==> src/rtl/spi_cmd_pkg.sv <==
package spi_cmd_pkg;
    localparam int CNT_W = 8;

    localparam logic [7:0] A_OPCODE = 8'h00;
    localparam logic [7:0] A_TRIG   = 8'h02;
    localparam logic [7:0] A_STAT   = 8'h03;
    localparam logic [7:0] A_CSSEL  = 8'h1D;
    localparam logic [7:0] A_TXCNT  = 8'h48;
    localparam logic [7:0] A_RXCNT  = 8'h4B;

    localparam int TRIG_EXEC_BIT  = 0;
    localparam int TRIG_CLEAR_BIT = 4;
    localparam int STAT_BUSY_BIT  = 7;

    typedef enum logic [1:0] {
        SEQ_IDLE,
        SEQ_LEAD,
        SEQ_SHIFT,
        SEQ_TRAIL
    } seq_state_e;
endpackage

==> src/rtl/spi_cmd_fifo.sv <==
module spi_cmd_fifo #(
    parameter int DEPTH = 72,
    parameter int PTR_W = $clog2(DEPTH)
) (
    input  logic             clk,
    input  logic             wr_en_i,
    input  logic [PTR_W-1:0] wr_idx_i,
    input  logic [7:0]       wr_byte_i,
    input  logic [PTR_W-1:0] rda_idx_i,
    output logic [7:0]       rda_byte_o,
    input  logic [PTR_W-1:0] rdb_idx_i,
    output logic [7:0]       rdb_byte_o
);
    logic [7:0] mem_q [DEPTH];

    always_ff @(posedge clk) begin
        if (wr_en_i && (int'(wr_idx_i) < DEPTH)) begin
            mem_q[wr_idx_i] <= wr_byte_i;
        end
    end

    always_comb begin
        rda_byte_o = (int'(rda_idx_i) < DEPTH) ? mem_q[rda_idx_i] : 8'h00;
        rdb_byte_o = (int'(rdb_idx_i) < DEPTH) ? mem_q[rdb_idx_i] : 8'h00;
    end
endmodule

==> src/rtl/spi_cmd_shifter.sv <==
module spi_cmd_shifter #(
    parameter int DIV = 4
) (
    input  logic       clk,
    input  logic       rst_n,
    input  logic       load_i,
    input  logic [7:0] load_byte_i,
    input  logic       miso_i,
    output logic       last_o,
    output logic [7:0] rx_byte_o,
    output logic       sclk_o,
    output logic       mosi_o
);
    localparam int PH_W = (DIV > 2) ? $clog2(DIV) : 1;
    localparam int HALF = DIV / 2;

    typedef struct packed {
        logic            active;
        logic [PH_W-1:0] phase;
        logic [2:0]      bitcnt;
        logic [7:0]      tx_sr;
        logic [7:0]      rx_sr;
    } shf_t;

    shf_t shf_d, shf_q;

    always_comb begin
        shf_d  = shf_q;
        last_o = shf_q.active && (shf_q.phase == PH_W'(DIV-1)) && (shf_q.bitcnt == 3'd0);
        if (!shf_q.active) begin
            if (load_i) begin
                shf_d.active = 1'b1;
                shf_d.phase  = '0;
                shf_d.bitcnt = 3'd7;
                shf_d.tx_sr  = load_byte_i;
            end
        end else begin
            shf_d.phase = (shf_q.phase == PH_W'(DIV-1)) ? '0 : shf_q.phase + 1'b1;
            if (shf_q.phase == PH_W'(HALF-1)) begin
                shf_d.rx_sr = {shf_q.rx_sr[6:0], miso_i};
            end
            if (shf_q.phase == PH_W'(DIV-1)) begin
                if (shf_q.bitcnt == 3'd0) begin
                    if (load_i) begin
                        shf_d.bitcnt = 3'd7;
                        shf_d.tx_sr  = load_byte_i;
                    end else begin
                        shf_d.active = 1'b0;
                        shf_d.tx_sr  = 8'h00;
                    end
                end else begin
                    shf_d.bitcnt = shf_q.bitcnt - 3'd1;
                    shf_d.tx_sr  = {shf_q.tx_sr[6:0], 1'b0};
                end
            end
        end
    end

    always_ff @(posedge clk or negedge rst_n) begin
        if (!rst_n) shf_q <= '0;
        else        shf_q <= shf_d;
    end

    assign rx_byte_o = shf_q.rx_sr;
    assign sclk_o    = shf_q.active && (int'(shf_q.phase) >= HALF);
    assign mosi_o    = shf_q.active && shf_q.tx_sr[7];
endmodule

==> src/rtl/spi_cmd_seq.sv <==
module spi_cmd_seq
    import spi_cmd_pkg::*;
#(
    parameter int DEPTH  = 72,
    parameter int PTR_W  = $clog2(DEPTH),
    parameter int DIV    = 4,
    parameter int NUM_CS = 4,
    parameter int CS_W   = $clog2(NUM_CS)
) (
    input  logic             clk,
    input  logic             rst_n,
    input  logic             exec_i,
    input  logic             clear_i,
    input  logic [7:0]       opcode_i,
    input  logic [CNT_W-1:0] tx_cnt_i,
    input  logic [CNT_W-1:0] rx_cnt_i,
    input  logic [CS_W-1:0]  cs_sel_i,
    input  logic [7:0]       fifo_byte_i,
    input  logic             last_i,
    input  logic [7:0]       rx_byte_i,
    output logic             busy_o,
    output logic [NUM_CS-1:0] cs_n_o,
    output logic             load_o,
    output logic [7:0]       load_byte_o,
    output logic [PTR_W-1:0] fifo_rd_idx_o,
    output logic             fifo_wr_en_o,
    output logic [PTR_W-1:0] fifo_wr_idx_o,
    output logic [7:0]       fifo_wr_byte_o
);
    localparam int PH_W = (DIV > 2) ? $clog2(DIV) : 1;

    typedef struct packed {
        seq_state_e       st;
        logic [PH_W-1:0]  cnt;
        logic [7:0]       opcode;
        logic [CNT_W-1:0] rem_tx;
        logic [CNT_W-1:0] rem_rx;
        logic [CS_W-1:0]  cs_sel;
        logic             cur_rx;
        logic [PTR_W-1:0] ptr;
    } seq_t;

    seq_t seq_d, seq_q;

    function automatic logic [PTR_W-1:0] ptr_inc(input logic [PTR_W-1:0] p);
        return (int'(p) == DEPTH-1) ? '0 : p + 1'b1;
    endfunction

    always_comb begin
        seq_d          = seq_q;
        load_o         = 1'b0;
        load_byte_o    = 8'h00;
        fifo_wr_en_o   = 1'b0;
        fifo_rd_idx_o  = seq_q.ptr;
        fifo_wr_idx_o  = seq_q.ptr;
        fifo_wr_byte_o = rx_byte_i;
        unique case (seq_q.st)
            SEQ_IDLE: begin
                if (clear_i) seq_d.ptr = '0;
                if (exec_i) begin
                    seq_d.st     = SEQ_LEAD;
                    seq_d.cnt    = '0;
                    seq_d.opcode = opcode_i;
                    seq_d.rem_tx = tx_cnt_i;
                    seq_d.rem_rx = rx_cnt_i;
                    seq_d.cs_sel = cs_sel_i;
                end
            end
            SEQ_LEAD: begin
                seq_d.cnt = seq_q.cnt + 1'b1;
                if (seq_q.cnt == PH_W'(DIV-1)) begin
                    load_o       = 1'b1;
                    load_byte_o  = seq_q.opcode;
                    seq_d.cur_rx = 1'b0;
                    seq_d.st     = SEQ_SHIFT;
                end
            end
            SEQ_SHIFT: begin
                if (last_i) begin
                    if (seq_q.cur_rx) begin
                        fifo_wr_en_o = 1'b1;
                        seq_d.ptr    = ptr_inc(seq_q.ptr);
                    end
                    if (seq_q.rem_tx != '0) begin
                        load_o       = 1'b1;
                        load_byte_o  = fifo_byte_i;
                        seq_d.ptr    = ptr_inc(seq_q.ptr);
                        seq_d.rem_tx = seq_q.rem_tx - 1'b1;
                        seq_d.cur_rx = 1'b0;
                    end else if (seq_q.rem_rx != '0) begin
                        load_o       = 1'b1;
                        load_byte_o  = 8'h00;
                        seq_d.rem_rx = seq_q.rem_rx - 1'b1;
                        seq_d.cur_rx = 1'b1;
                    end else begin
                        seq_d.st  = SEQ_TRAIL;
                        seq_d.cnt = '0;
                    end
                end
            end
            SEQ_TRAIL: begin
                seq_d.cnt = seq_q.cnt + 1'b1;
                if (seq_q.cnt == PH_W'(DIV-1)) begin
                    seq_d.st = SEQ_IDLE;
                end
            end
            default: seq_d.st = SEQ_IDLE;
        endcase
    end

    always_ff @(posedge clk or negedge rst_n) begin
        if (!rst_n) seq_q <= '{st: SEQ_IDLE, default: '0};
        else        seq_q <= seq_d;
    end

    assign busy_o = (seq_q.st != SEQ_IDLE);
    assign cs_n_o = busy_o ? ~(NUM_CS'(1) << seq_q.cs_sel) : '1;
endmodule

==> src/rtl/spi_cmd_engine.sv <==
module spi_cmd_engine
    import spi_cmd_pkg::*;
#(
    parameter int FIFO_BASE  = 128,
    parameter int FIFO_DEPTH = 72,
    parameter int NUM_CS     = 4,
    parameter int SCLK_DIV   = 4
) (
    input  logic              clk,
    input  logic              rst_n,
    input  logic              wr_en_i,
    input  logic [7:0]        wr_addr_i,
    input  logic [7:0]        wr_data_i,
    input  logic [7:0]        rd_addr_i,
    output logic [7:0]        rd_data_o,
    output logic              sclk_o,
    output logic              mosi_o,
    input  logic              miso_i,
    output logic [NUM_CS-1:0] cs_n_o
);
    localparam int PTR_W = $clog2(FIFO_DEPTH);
    localparam int CS_W  = $clog2(NUM_CS);

    typedef struct packed {
        logic [7:0]       opcode;
        logic [CNT_W-1:0] tx_cnt;
        logic [CNT_W-1:0] rx_cnt;
        logic [CS_W-1:0]  cs_sel;
    } regs_t;

    regs_t regs_d, regs_q;

    logic             cmd_busy;
    logic             exec_hit, clear_hit, exec_go, clear_go;
    logic             wr_in_fifo, rd_in_fifo;
    logic [PTR_W-1:0] sw_wr_idx, sw_rd_idx;
    logic             fifo_we;
    logic [PTR_W-1:0] fifo_widx;
    logic [7:0]       fifo_wbyte, sw_rd_byte;
    logic [PTR_W-1:0] eng_rd_idx, eng_wr_idx;
    logic             eng_we;
    logic [7:0]       eng_rd_byte, eng_wr_byte;
    logic             shf_load, shf_last;
    logic [7:0]       shf_load_byte, shf_rx_byte;

    assign wr_in_fifo = (int'(wr_addr_i) >= FIFO_BASE) && (int'(wr_addr_i) < FIFO_BASE + FIFO_DEPTH);
    assign rd_in_fifo = (int'(rd_addr_i) >= FIFO_BASE) && (int'(rd_addr_i) < FIFO_BASE + FIFO_DEPTH);
    assign sw_wr_idx  = PTR_W'(wr_addr_i - 8'(FIFO_BASE));
    assign sw_rd_idx  = PTR_W'(rd_addr_i - 8'(FIFO_BASE));

    assign exec_hit  = wr_en_i && (wr_addr_i == A_TRIG) && wr_data_i[TRIG_EXEC_BIT];
    assign clear_hit = wr_en_i && (wr_addr_i == A_TRIG) && wr_data_i[TRIG_CLEAR_BIT];
    assign exec_go   = exec_hit && !cmd_busy;
    assign clear_go  = clear_hit && !cmd_busy;

    always_comb begin
        regs_d = regs_q;
        if (wr_en_i) begin
            unique case (wr_addr_i)
                A_OPCODE: regs_d.opcode = wr_data_i;
                A_TXCNT:  regs_d.tx_cnt = wr_data_i;
                A_RXCNT:  regs_d.rx_cnt = wr_data_i;
                A_CSSEL:  regs_d.cs_sel = wr_data_i[CS_W-1:0];
                default:  ;
            endcase
        end
    end

    always_ff @(posedge clk or negedge rst_n) begin
        if (!rst_n) regs_q <= '0;
        else        regs_q <= regs_d;
    end

    always_comb begin
        if (cmd_busy) begin
            fifo_we    = eng_we;
            fifo_widx  = eng_wr_idx;
            fifo_wbyte = eng_wr_byte;
        end else begin
            fifo_we    = wr_en_i && wr_in_fifo;
            fifo_widx  = sw_wr_idx;
            fifo_wbyte = wr_data_i;
        end
    end

    always_comb begin
        rd_data_o = 8'h00;
        if (rd_in_fifo) begin
            rd_data_o = sw_rd_byte;
        end else begin
            unique case (rd_addr_i)
                A_OPCODE: rd_data_o = regs_q.opcode;
                A_STAT:   rd_data_o = {cmd_busy, 7'd0};
                A_CSSEL:  rd_data_o = 8'(regs_q.cs_sel);
                A_TXCNT:  rd_data_o = regs_q.tx_cnt;
                A_RXCNT:  rd_data_o = regs_q.rx_cnt;
                default:  rd_data_o = 8'h00;
            endcase
        end
    end

    spi_cmd_fifo #(.DEPTH(FIFO_DEPTH), .PTR_W(PTR_W)) u_fifo (
        .clk        (clk),
        .wr_en_i    (fifo_we),
        .wr_idx_i   (fifo_widx),
        .wr_byte_i  (fifo_wbyte),
        .rda_idx_i  (sw_rd_idx),
        .rda_byte_o (sw_rd_byte),
        .rdb_idx_i  (eng_rd_idx),
        .rdb_byte_o (eng_rd_byte)
    );

    spi_cmd_seq #(
        .DEPTH(FIFO_DEPTH), .PTR_W(PTR_W), .DIV(SCLK_DIV), .NUM_CS(NUM_CS), .CS_W(CS_W)
    ) u_seq (
        .clk            (clk),
        .rst_n          (rst_n),
        .exec_i         (exec_go),
        .clear_i        (clear_go),
        .opcode_i       (regs_d.opcode),
        .tx_cnt_i       (regs_d.tx_cnt),
        .rx_cnt_i       (regs_d.rx_cnt),
        .cs_sel_i       (regs_d.cs_sel),
        .fifo_byte_i    (eng_rd_byte),
        .last_i         (shf_last),
        .rx_byte_i      (shf_rx_byte),
        .busy_o         (cmd_busy),
        .cs_n_o         (cs_n_o),
        .load_o         (shf_load),
        .load_byte_o    (shf_load_byte),
        .fifo_rd_idx_o  (eng_rd_idx),
        .fifo_wr_en_o   (eng_we),
        .fifo_wr_idx_o  (eng_wr_idx),
        .fifo_wr_byte_o (eng_wr_byte)
    );

    spi_cmd_shifter #(.DIV(SCLK_DIV)) u_shf (
        .clk         (clk),
        .rst_n       (rst_n),
        .load_i      (shf_load),
        .load_byte_i (shf_load_byte),
        .miso_i      (miso_i),
        .last_o      (shf_last),
        .rx_byte_o   (shf_rx_byte),
        .sclk_o      (sclk_o),
        .mosi_o      (mosi_o)
    );
endmodule

==> config.mk <==
export PLATFORM = sky130hd
export DESIGN_NAME = spi_cmd_engine
export DESIGN_NICKNAME = d
export VERILOG_FILES = /design/src/rtl/spi_cmd_pkg.sv /design/src/rtl/spi_cmd_fifo.sv /design/src/rtl/spi_cmd_shifter.sv /design/src/rtl/spi_cmd_seq.sv /design/src/rtl/spi_cmd_engine.sv
export SDC_FILE = /design/constraint.sdc
export NUM_CORES = 1
export LEC_CHECK = 0
export BUFFER_PORTS_ARGS = -buffer_cell sky130_fd_sc_hd__buf_2
export CAP_MARGIN = 20
export CORE_MARGIN = 5
export CORE_UTILIZATION = 50
export DETAILED_ROUTE_END_ITERATION = 10
export PLACE_DENSITY_LB_ADDON = 0.2
export SLEW_MARGIN = 10
export SYNTH_ARGS = -nofsm -noshare
export SYNTH_HDL_FRONTEND = slang
export SYNTH_SLANG_ARGS = --single-unit
==> constraint.sdc <==
create_clock -name clk -period 10.3 [get_ports clk]
set_input_delay 3.09 -clock clk [delete_from_list [all_inputs] [get_ports clk]]
set_output_delay 3.09 -clock clk [all_outputs]
set_load 0.005 [all_outputs]
### Word level (Yosys, flattened, before mapping)

Memory sizes are Yosys's and may differ from the RTL's.
Index checks and enable logic that the tools add are counted.

| word-level totals | value |
|---|---|
| output and inout bits | 14 |
| input port bits | 28 |
| bits in registers | 86 |
| RAM bits | 576 |
| memories | 1 |

Memories:

| name | words | width | read ports | clocked after memory_dff | wr ports | line | source |
|---|---|---|---|---|---|---|---|
| u_fifo.mem_q | 72 | 8 | 2 | 0 | 1 | spi_cmd_fifo.sv:14 | `logic [7:0] mem_q [DEPTH];` |

| operators by class | value |
|---|---|
| bitwise logic cells | 1 |
| $add $sub $neg | 8 |
| shifts and indexed selects | 1 |
| muxes and demuxes | 59 |
| order comparisons | 8 |
| equal/unequal tests | 28 |
| reductions and logical operators | 34 |

Operator list:

| kind | count |
|---|---|
| two-way mux 8 bit | 15 |
| one-hot mux 8 bit (5 select lines) | 1 |
| two-way mux 7 bit | 5 |
| == test 8 x 7 -> 1 bit (second input constant) | 4 |
| one-hot mux 16 bit (2 select lines) | 1 |
| two-way mux 30 bit | 1 |
| two-way mux 14 bit | 2 |
| two-way mux 26 bit | 1 |
| two-way mux 11 bit | 2 |
| less-than comparator 7 bit (second input constant) | 3 |
| == test 8 x 2 -> 1 bit (second input constant) | 2 |
| == test 8 x 5 -> 1 bit (second input constant) | 2 |
| greater-or-equal comparator 8 bit (second input constant) | 2 |
| logical NOT 8 bit | 2 |
| less-than comparator 8 bit (second input constant) | 2 |
| two-way mux 1 bit | 16 |
| two-way mux 16 bit | 1 |
| two-way mux 4 bit | 4 |
| one-hot mux 4 bit (4 select lines) | 1 |
| one-hot mux 8 bit (2 select lines) | 1 |
| AND reduction 4 bit | 4 |
| nonzero test 8 bit | 2 |
| subtractor 8 x 1 -> 8 bit (second input constant) | 2 |
| one-hot mux 7 bit (2 select lines) | 1 |
| other kinds (26) | 62 |

### Logic depth before layout (Yosys ltp)

Gate-level depths: netlist (run 1).

| depth | value |
|---|---|
| depth in word-level cells | 9 |
| gate-level depth with buffers | 11 |
| gate-level depth less buffers | 8 |

### Modules after synthesis

Synthesis (run 1) repeated with hierarchy kept, for this count alone.

| second synthesis, totals | value |
|---|---|
| cell total of the unflattened synthesis | 1996 |
| area total of the unflattened synthesis | 32733.9 sq um |

By module, submodules not included:

| module | instances | area each (sq um) | cells an instance |
|---|---|---|---|
| spi_cmd_fifo | 1 | 27217.4 | 1457 |
| spi_cmd_seq | 1 | 2742.6 | 288 |
| spi_cmd_engine | 1 | 1582.8 | 135 |
| spi_cmd_shifter | 1 | 1191.1 | 116 |

### Worst setup path after synthesis (run 1)

Ideal clock, no wire load.

| timing path | value |
|---|---|
| path type | input to output |
| start | in rd_addr_i[0] |
| end | out rd_data_o[2] |
| path slack | 2.348 ns |
| data arrival time | 4.862 ns |
| required time | 7.210 ns |
| path buffers | 3 |
| stages on the path | 8 |
| cells stage by stage | buf_4 -> buf_2 -> buf_4 -> mux4_2 -> nand2_1 -> nand2_1 -> a222oi_1 -> nand4_1 |

| on the way | value |
|---|---|
| cells in the longest elaborated chain, start to end | 4 |
| elaborated cells between the ends (all ways) | 14 |

RTL lines:

| item | line | source |
|---|---|---|
| start: declaration | spi_cmd_engine.sv:14 | `input logic [7:0] rd_addr_i,` |
| subtractor 7 x 1 -> 7 bit | spi_cmd_engine.sv:49 | `assign sw_rd_idx = PTR_W'(rd_addr_i - 8'(FIFO_BASE));` |
| memory read (72 x 8 bit) / less-than comparator 7 bit (equally long branches) | -- |  |
| two-way mux 8 bit | spi_cmd_fifo.sv:23 | `rda_byte_o = (int'(rda_idx_i) < DEPTH) ? mem_q[rda_idx_i] : 8'h00;` |
| two-way mux 8 bit * | spi_cmd_engine.sv:88 | `if (rd_in_fifo) begin` |
| end: declaration | spi_cmd_engine.sv:15 | `output logic [7:0] rd_data_o,` |

Every way passes the cells marked *; elsewhere a longest branch is shown, timed or not.

### Worst setup path after layout (run 1)

| timing path | value |
|---|---|
| start | in rd_addr_i[2] |
| end | out rd_data_o[4] |

Same word-level chain as after synthesis.

==> results of run 1 <==
## layout by cell type (no fill, tap or decap), types with 16 or more instances in the layout
cell type and instances:
clkbuf_1 17, clkbuf_16 72, a221oi_1 19, buf_2 38, nor2_1 112, a21oi_1 38
dfrtp_1 83, inv_1 20, buf_4 36, mux2_2 51, nand2_1 151, mux4_2 290
edfxtp_1 576, nand3_1 27, nand2b_1 23, a22oi_1 16, mux2i_1 100, o21ai_0 42
## worst paths after layout
| kind | start | endpoint | cells past startpoint |
|---|---|---|---|
| setup / recovery | rd_addr_i[2] | rd_data_o[4] | 7 |
| hold / removal | u_seq.seq_q[35] | u_seq.seq_q[35] | 2 |
| max in group asynchronous | rst_n | u_seq.fifo_rd_idx_o[0] | 2 |
| hold reg to reg | u_seq.seq_q[35] | u_seq.seq_q[35] | 2 |
| min in group asynchronous | rst_n | u_seq.seq_q[23] | 1 |
| setup reg to reg | u_seq.fifo_rd_idx_o[1] | u_shf.shf_q[12] | 7 |
## Yosys cell counts (10+ instances only)
cell type  number  share of area (%)
nor2_1        112                1.3
clkbuf_1       42               0.49
mux2_2         51                1.8
o21ai_0        44               0.68
a21oi_1        38               0.59
nand2b_1       23               0.45
mux2i_1       100                3.1
nor3_1         14               0.22
mux4_2        290                 20
buf_4          27               0.63
buf_1          17               0.20
o221ai_1       12               0.33
nand2_1       151                1.8
buf_2          27               0.42
a221oi_1       19               0.52
and2_1         11               0.21
dfrtp_1        86                6.7
nand3_1        27               0.42
edfxtp_1      576                 54
inv_1          20               0.23
ha_1           15               0.58
a22oi_1        16               0.37
o31ai_1        13               0.30
nor2b_1        12               0.23
a22o_1         10               0.27
## per-layer routing
metal	vias up	share of wire [%]	global-route usage, %
met5	-	0.023	0
met4	4	4.0	9.07
met3	191	9.8	5.67
met2	1115	48	41.9
met1	10100	38	35.3
li1	7966	-	-
## worst register-to-register path: stages (launching register included)
cell      delay, ns
dfrtp_4        1.07
buf_12         0.57
nand3_1        0.92
o221ai_1       0.42
a21oi_1        0.16
o21ai_0        0.50
a31oi_1        0.25
a311oi_1       0.29
## cell type report
type	instances	area share, %
Clock inverter	41	1.17
Inverter	24	0.254
Antenna cell	1	0.00705
Clock buffer	89	5.25
Multi-Input combinational cell	1103	33.7
Sequential cell	662	54.8
Timing Repair Buffer	89	1.83
Tap cell	855	3.01
## cell families (layout without fill, tap and decap cells)
family                   Yosys count  in the layout
flip-flops                       662            662
multiplexers                     442            442
AND/OR/NAND/NOR                  403            403
AO/OA/AOI/OAI                    243            243
buffers and inverters            150            243
adder cells (fa/ha/maj)           15             15
other                              0              1
## state kept, by name, indices dropped and copies added (netlist names)
signal,flops
u_fifo.mem_q,576
u_seq.seq_q,31
regs_q,26
u_shf.shf_q,14
u_shf.rx_byte_o,8
u_seq.fifo_rd_idx_o,7
## power groups by stage
stage	Sequential, mW	Combinational [mW]	Clock (mW)
floorplan	2.98	0.147	0
global placement	2.98	0.233	0
detailed placement	2.98	0.238	0
CTS	2.93	0.238	2.55
global route	2.93	0.251	2.68
finish	2.93	0.238	2.52
==> impl_metrics.py, run 1 <==
metrics = {
    "status": {
        "status": "complete, no violations",
    },
    "power": {
        "pwr-share-comb_pct": 4.2,
        "ir_drop_v": 0.000118,
        "leakagePower_nw": 12.2,
        "p_clk_share_pct": 44.4,
        "seq_power_share_pct": 51.5,
        "finalPower_mw": 5.69,
        "switching_share_pct": 21.5,
        "intPower_mw": 4.47,
        "cellPowerDensity_mw_per_mm2": 160,
        "switchingPower_mw": 1.22,
    },
    "placement": {
        "gp_congestion": 0.930,
        "hpwl_um": 60100,
        "portBuffers": 41,
        "dp_slack_ns": 1.19,
        "dp.cells": 2726,
        "placed_area_mm2": 0.0331,
    },
    "clock_network": {
        "cts_setup_buffers": 0,
        "htreeDepth": 3,
        "cts-buffers-inserted": 72,
        "insertion_delay_ns": 0.62,
        "root_buffer": "clkbuf_16",
        "clkTransAtPathRegs_ns": 0.06,
        "cts_tree": "done",
        "cts.sinks": 662,
        "ctsResizeCount": 0,
        "cts_buffer_depth": 3,
        "hold_buffers": 0,
    },
    "critical_path": {
        "required_ns": 7.21,
        "cp.arrival_ns": 5.94,
        "crit_chain": "buf_2 -> nor2b_1 -> and4b_1 -> and2_1 -> a222oi_1 -> nand4_1 -> buf_2",
        "rrSetupSlack_ns": 6.03,
        "max_stage_delay_ns": 0.70,
        "critPathSlowestCell": "buf_2",
        "cpMostUsedCell": "buf_2",
        "critical_path_class": "in2out",
        "path_delay_family": "simple AND/OR/NAND/NOR gates",
        "timing.critical_path.buf_inv": 2,
        "cp_max_fo": 30,
        "critPathCaptureType": "primary output",
        "critPathLaunchType": "primary input",
    },
    "logic_synthesis": {
        "yosysSeqAreaShare_pct": 60.4,
        "synth_xor_area_share_pct": 0,
        "synth_fp_nets": 1958,
        "yosysWarnings": 0,
        "synth_compound_area_share_pct": 5.37,
        "synth_fa_ha_area_share_pct": 0.583,
        "synth_ff_type": "edfxtp_1",
        "synth.distinct_cells": 73,
        "synth_top_family_by_area": "multiplexers",
        "syn_area_mm2": 0.0322,
        "synthCells": 1915,
        "syn_area_per_cell_um2": 16.8,
        "postSynthRegisterBits": 662,
        "synth_edf_count": 576,
        "synth_mux_area_share_pct": 25.2,
        "synth-simple-area-share_pct": 5.88,
        "synth-async-reset-ratio_pct": 13.0,
    },
    "timing": {
        "relSlewSlack_pct": 16.8,
        "period_needed_ns": 9.03,
        "finalSetupViolations": 0,
        "finalCritPeriodShare_pct": 87.7,
        "fin_ws_ns": 1.27,
        "rsz0062_at_grt": "no",
        "whs_ns": 0.494,
        "finClkSkew_ns": 0.0407,
        "worstMarginPinSlew_ns": 1.24,
        "final_hold_viol_count": 0,
        "fmax_ghz": 0.111,
        "drv_slew": 0,
        "final.setup.tns_ns": 0,
    },
    "job": {
        "max_cap_viol_count": 0,
    },
    "finish": {
        "final_cells": 2864,
        "layout-drive-gt1-share_pct": 27.2,
        "stdcell_area_mm2": 0.0355,
        "fin_util_pct": 55.4,
        "nets": 1995,
        "nFillCells": 4886,
        "synthToLayoutAreaGrowth_pct": 10.3,
        "multiInputGateArea_mm2": 0.0119,
        "seqCellArea_mm2": 0.0195,
    },
    "route": {
        "routedWlPerCell_um": 32.0,
        "ant_nets": 0,
        "drc": 0,
        "routed_wl_um": 91500,
        "vias": 19400,
        "dr.pass1.iters": 6,
        "drt_iter0_drc": 2405,
        "vias_per_cell": 6.78,
    },
    "grt": {
        "grt_pass1_vias": 19500,
        "gr-total-overflow": 0,
        "grt_max_degree": 99,
        "grt.total_usage_pct": 25.9,
        "grt_pass1_wl_um": 133000,
        "antenna_found_initial": 5,
    },
    "die": {
        "num_rows": 93,
        "die_x_um": 264,
        "design.die.area_mm2": 0.0695,
        "pin_count": 42,
        "core_area_mm2": 0.0641,
        "dieHeight_um": 264,
        "start_util_pct": 50.2,
    },
    "worst_hold_path": {
        "hp-class": "reg2reg",
    },
}
Note: power is estimated with default switching activity, not from simulation.
==> run 2: changes to the inputs <==
--- a/config.mk
+++ b/config.mk
@@ -11,6 +11,7 @@
 export CORE_UTILIZATION = 50
 export DETAILED_ROUTE_END_ITERATION = 10
 export PLACE_DENSITY_LB_ADDON = 0.2
+export RECOVER_POWER = 25
 export SLEW_MARGIN = 10
 export SYNTH_ARGS = -nofsm -noshare
 export SYNTH_HDL_FRONTEND = slang
==> run 2 against run 1 <==
  * The run now ends with capacitance limit, slew limit left
  * Largest cell class unchanged
  * Global-route usage unchanged
  * Critical path depth is the same
  * Final cell count did not move
  * Die area did not move
  * Setup slack gained 0.0044 ns
  * Fmax about the same
  * Sequential power about the same
  * Clock skew down 0.00095 ns
  * Via count up 0.20%
  * Combinational power is essentially flat
==> impl_metrics.py, run 2 (synthesis gave the netlist of run 1 again) <==
metrics = {
    "power": {
        "switchingPower_mw": 1.22,
        "seq_power_share_pct": 51.5,
        "p_clk_share_pct": 44.3,
        "leakagePower_nw": 12.2,
        "switching_share_pct": 21.5,
        "finalPower_mw": 5.69,
        "cellPowerDensity_mw_per_mm2": 160,
        "ir_drop_v": 0.000118,
        "intPower_mw": 4.47,
        "pwr-share-comb_pct": 4.2,
    },
    "finish": {
        "nets": 1995,
        "layout_common_cells": "576 x edfxtp_1, 290 x mux4_2, 151 x nand2_1, 112 x nor2_1, 100 x mux2i_1",
        "nFillCells": 4898,
        "layout-drive-gt1-share_pct": 26.7,
        "multiInputGateArea_mm2": 0.0119,
        "top_regs": "u_fifo.mem_q: 576 flops, u_seq.seq_q: 31 flops, regs_q: 26 flops",
        "max_flop_register": "u_fifo.mem_q",
        "largest_reg_flops": 576,
        "seqCellArea_mm2": 0.0195,
        "final_common_cell": "edfxtp_1",
        "synthToLayoutAreaGrowth_pct": 10.2,
    },
    "grt": {
        "gr-total-overflow": 0,
        "grt.total_usage_pct": 25.9,
        "grt_pass1_vias": 19500,
        "grt_max_degree": 99,
        "grt_pass1_wl_um": 133000,
        "antenna_found_initial": 5,
    },
    "timing": {
        "final_hold_viol_count": 0,
        "whs_ns": 0.494,
        "finalCritPeriodShare_pct": 87.6,
        "fin_ws_ns": 1.27,
        "finalSetupViolations": 0,
        "relSlewSlack_pct": -134,
        "fmax_ghz": 0.111,
        "rsz0062_at_grt": "no",
        "period_needed_ns": 9.03,
        "final.setup.tns_ns": 0,
        "drv_slew": 356,
        "finClkSkew_ns": 0.0397,
        "worstMarginPinSlew_ns": 3.51,
    },
    "clock_network": {
        "hold_buffers": 0,
        "htreeDepth": 3,
        "insertion_delay_ns": 0.62,
        "cts-buffers-inserted": 72,
        "cts_setup_buffers": 0,
        "cts_buffer_depth": 3,
        "cts.sinks": 662,
        "clkTransAtPathRegs_ns": 0.06,
        "cts_tree": "done",
        "root_buffer": "clkbuf_16",
        "ctsResizeCount": 0,
    },
    "route": {
        "routedWlPerCell_um": 32.0,
        "drt_iter0_drc": 2396,
        "dr.pass1.iters": 7,
        "vias_per_cell": 6.79,
        "ant_nets": 0,
        "vias": 19500,
        "drc": 0,
        "routed_wl_um": 91500,
    },
    "critical_path": {
        "cp_max_fo": 30,
        "cp.arrival_ns": 5.94,
        "required_ns": 7.21,
        "critical_path_class": "in2out",
        "cpMostUsedCell": "buf_2",
        "critPathCaptureType": "primary output",
        "crit_chain": "buf_2 -> nor2b_1 -> and4b_1 -> and2_1 -> a222oi_1 -> nand4_1 -> buf_2",
        "critPathSlowestCell": "buf_2",
        "critPathLaunchType": "primary input",
        "max_stage_delay_ns": 0.70,
    },
    "placement": {
        "gp_congestion": 0.930,
        "hpwl_um": 60100,
        "dp_slack_ns": 1.19,
        "portBuffers": 41,
    },
    "die": {
        "num_rows": 93,
        "start_util_pct": 50.2,
        "design.die.area_mm2": 0.0695,
        "dieHeight_um": 264,
        "core_area_mm2": 0.0641,
        "die_x_um": 264,
        "pin_count": 42,
    },
    "job": {
        "max_cap_viol_count": 5,
    },
    "worst_hold_path": {
        "hp-class": "reg2reg",
    },
    "status": {
        "status": "finished with violations",
        "violations": "capacitance limit, slew limit",
    },
}
## run 2: path summary, 6_finish.rpt
check                                      from                     end  slack (ns)  cells after the start
worst max-delay path               rd_addr_i[2]            rd_data_o[4]        1.27                      7
worst min-delay path            u_seq.seq_q[35]         u_seq.seq_q[35]        0.49                      2
worst max register to register  u_seq.seq_q[36]      u_fifo.mem_q[5][5]        5.60                      5
worst min register to register  u_seq.seq_q[35]         u_seq.seq_q[35]        0.49                      2
max in group asynchronous                 rst_n  u_seq.fifo_rd_idx_o[0]        3.11                      2
min in group asynchronous                 rst_n         u_seq.seq_q[23]        2.73                      1
## run 2: power groups by stage
| stage | registers, mW | logic, mW | clock network, mW |
|---|---|---|---|
| after detailed placement | 2.98 | 0.238 | 0 |
| after global routing | 2.93 | 0.250 | 2.68 |
| final | 2.93 | 0.237 | 2.52 |
| after CTS | 2.93 | 0.238 | 2.55 |
| after global placement | 2.98 | 0.233 | 0 |
| after floorplan | 2.98 | 0.147 | 0 |
## run 2: per-stage QoR
step           utilization, %  instance area (um2)  instances
2_1_floorplan               -                32200       1915
3_3_place_gp             51.7                33100       2724
3_5_place_dp             51.7                33100       2726
4_1_cts                  55.2                35400       2856
5_1_grt                  55.3                35500       2863
6_report                 55.3                35500       2864
## run 2: final cells by class
cell class / count / share of cell area (%)
diodes: 1 / 0.00705
clock buffers: 89 / 5.26
clock inverters: 41 / 1.17
inverters: 24 / 0.254
multi-input cells: 1103 / 33.7
flip-flops and latches: 662 / 54.9
well taps: 855 / 3.02
repair buffers: 89 / 1.76
## run 2: layer usage
metal,GRT usage [%],wire [um],vias up
li1,-,-,7969
met1,35.3,34800,10200
met2,41.9,44100,1114
met3,5.67,8870,191
met4,9.07,3750,4
met5,0,21,-
## run 2: critical path: cells and delay by family
kind,cells,cell delay (ns)
AND/OR/NAND/NOR,4,1.28
buffers and inverters,2,0.90
AO/OA/AOI/OAI,1,0.64
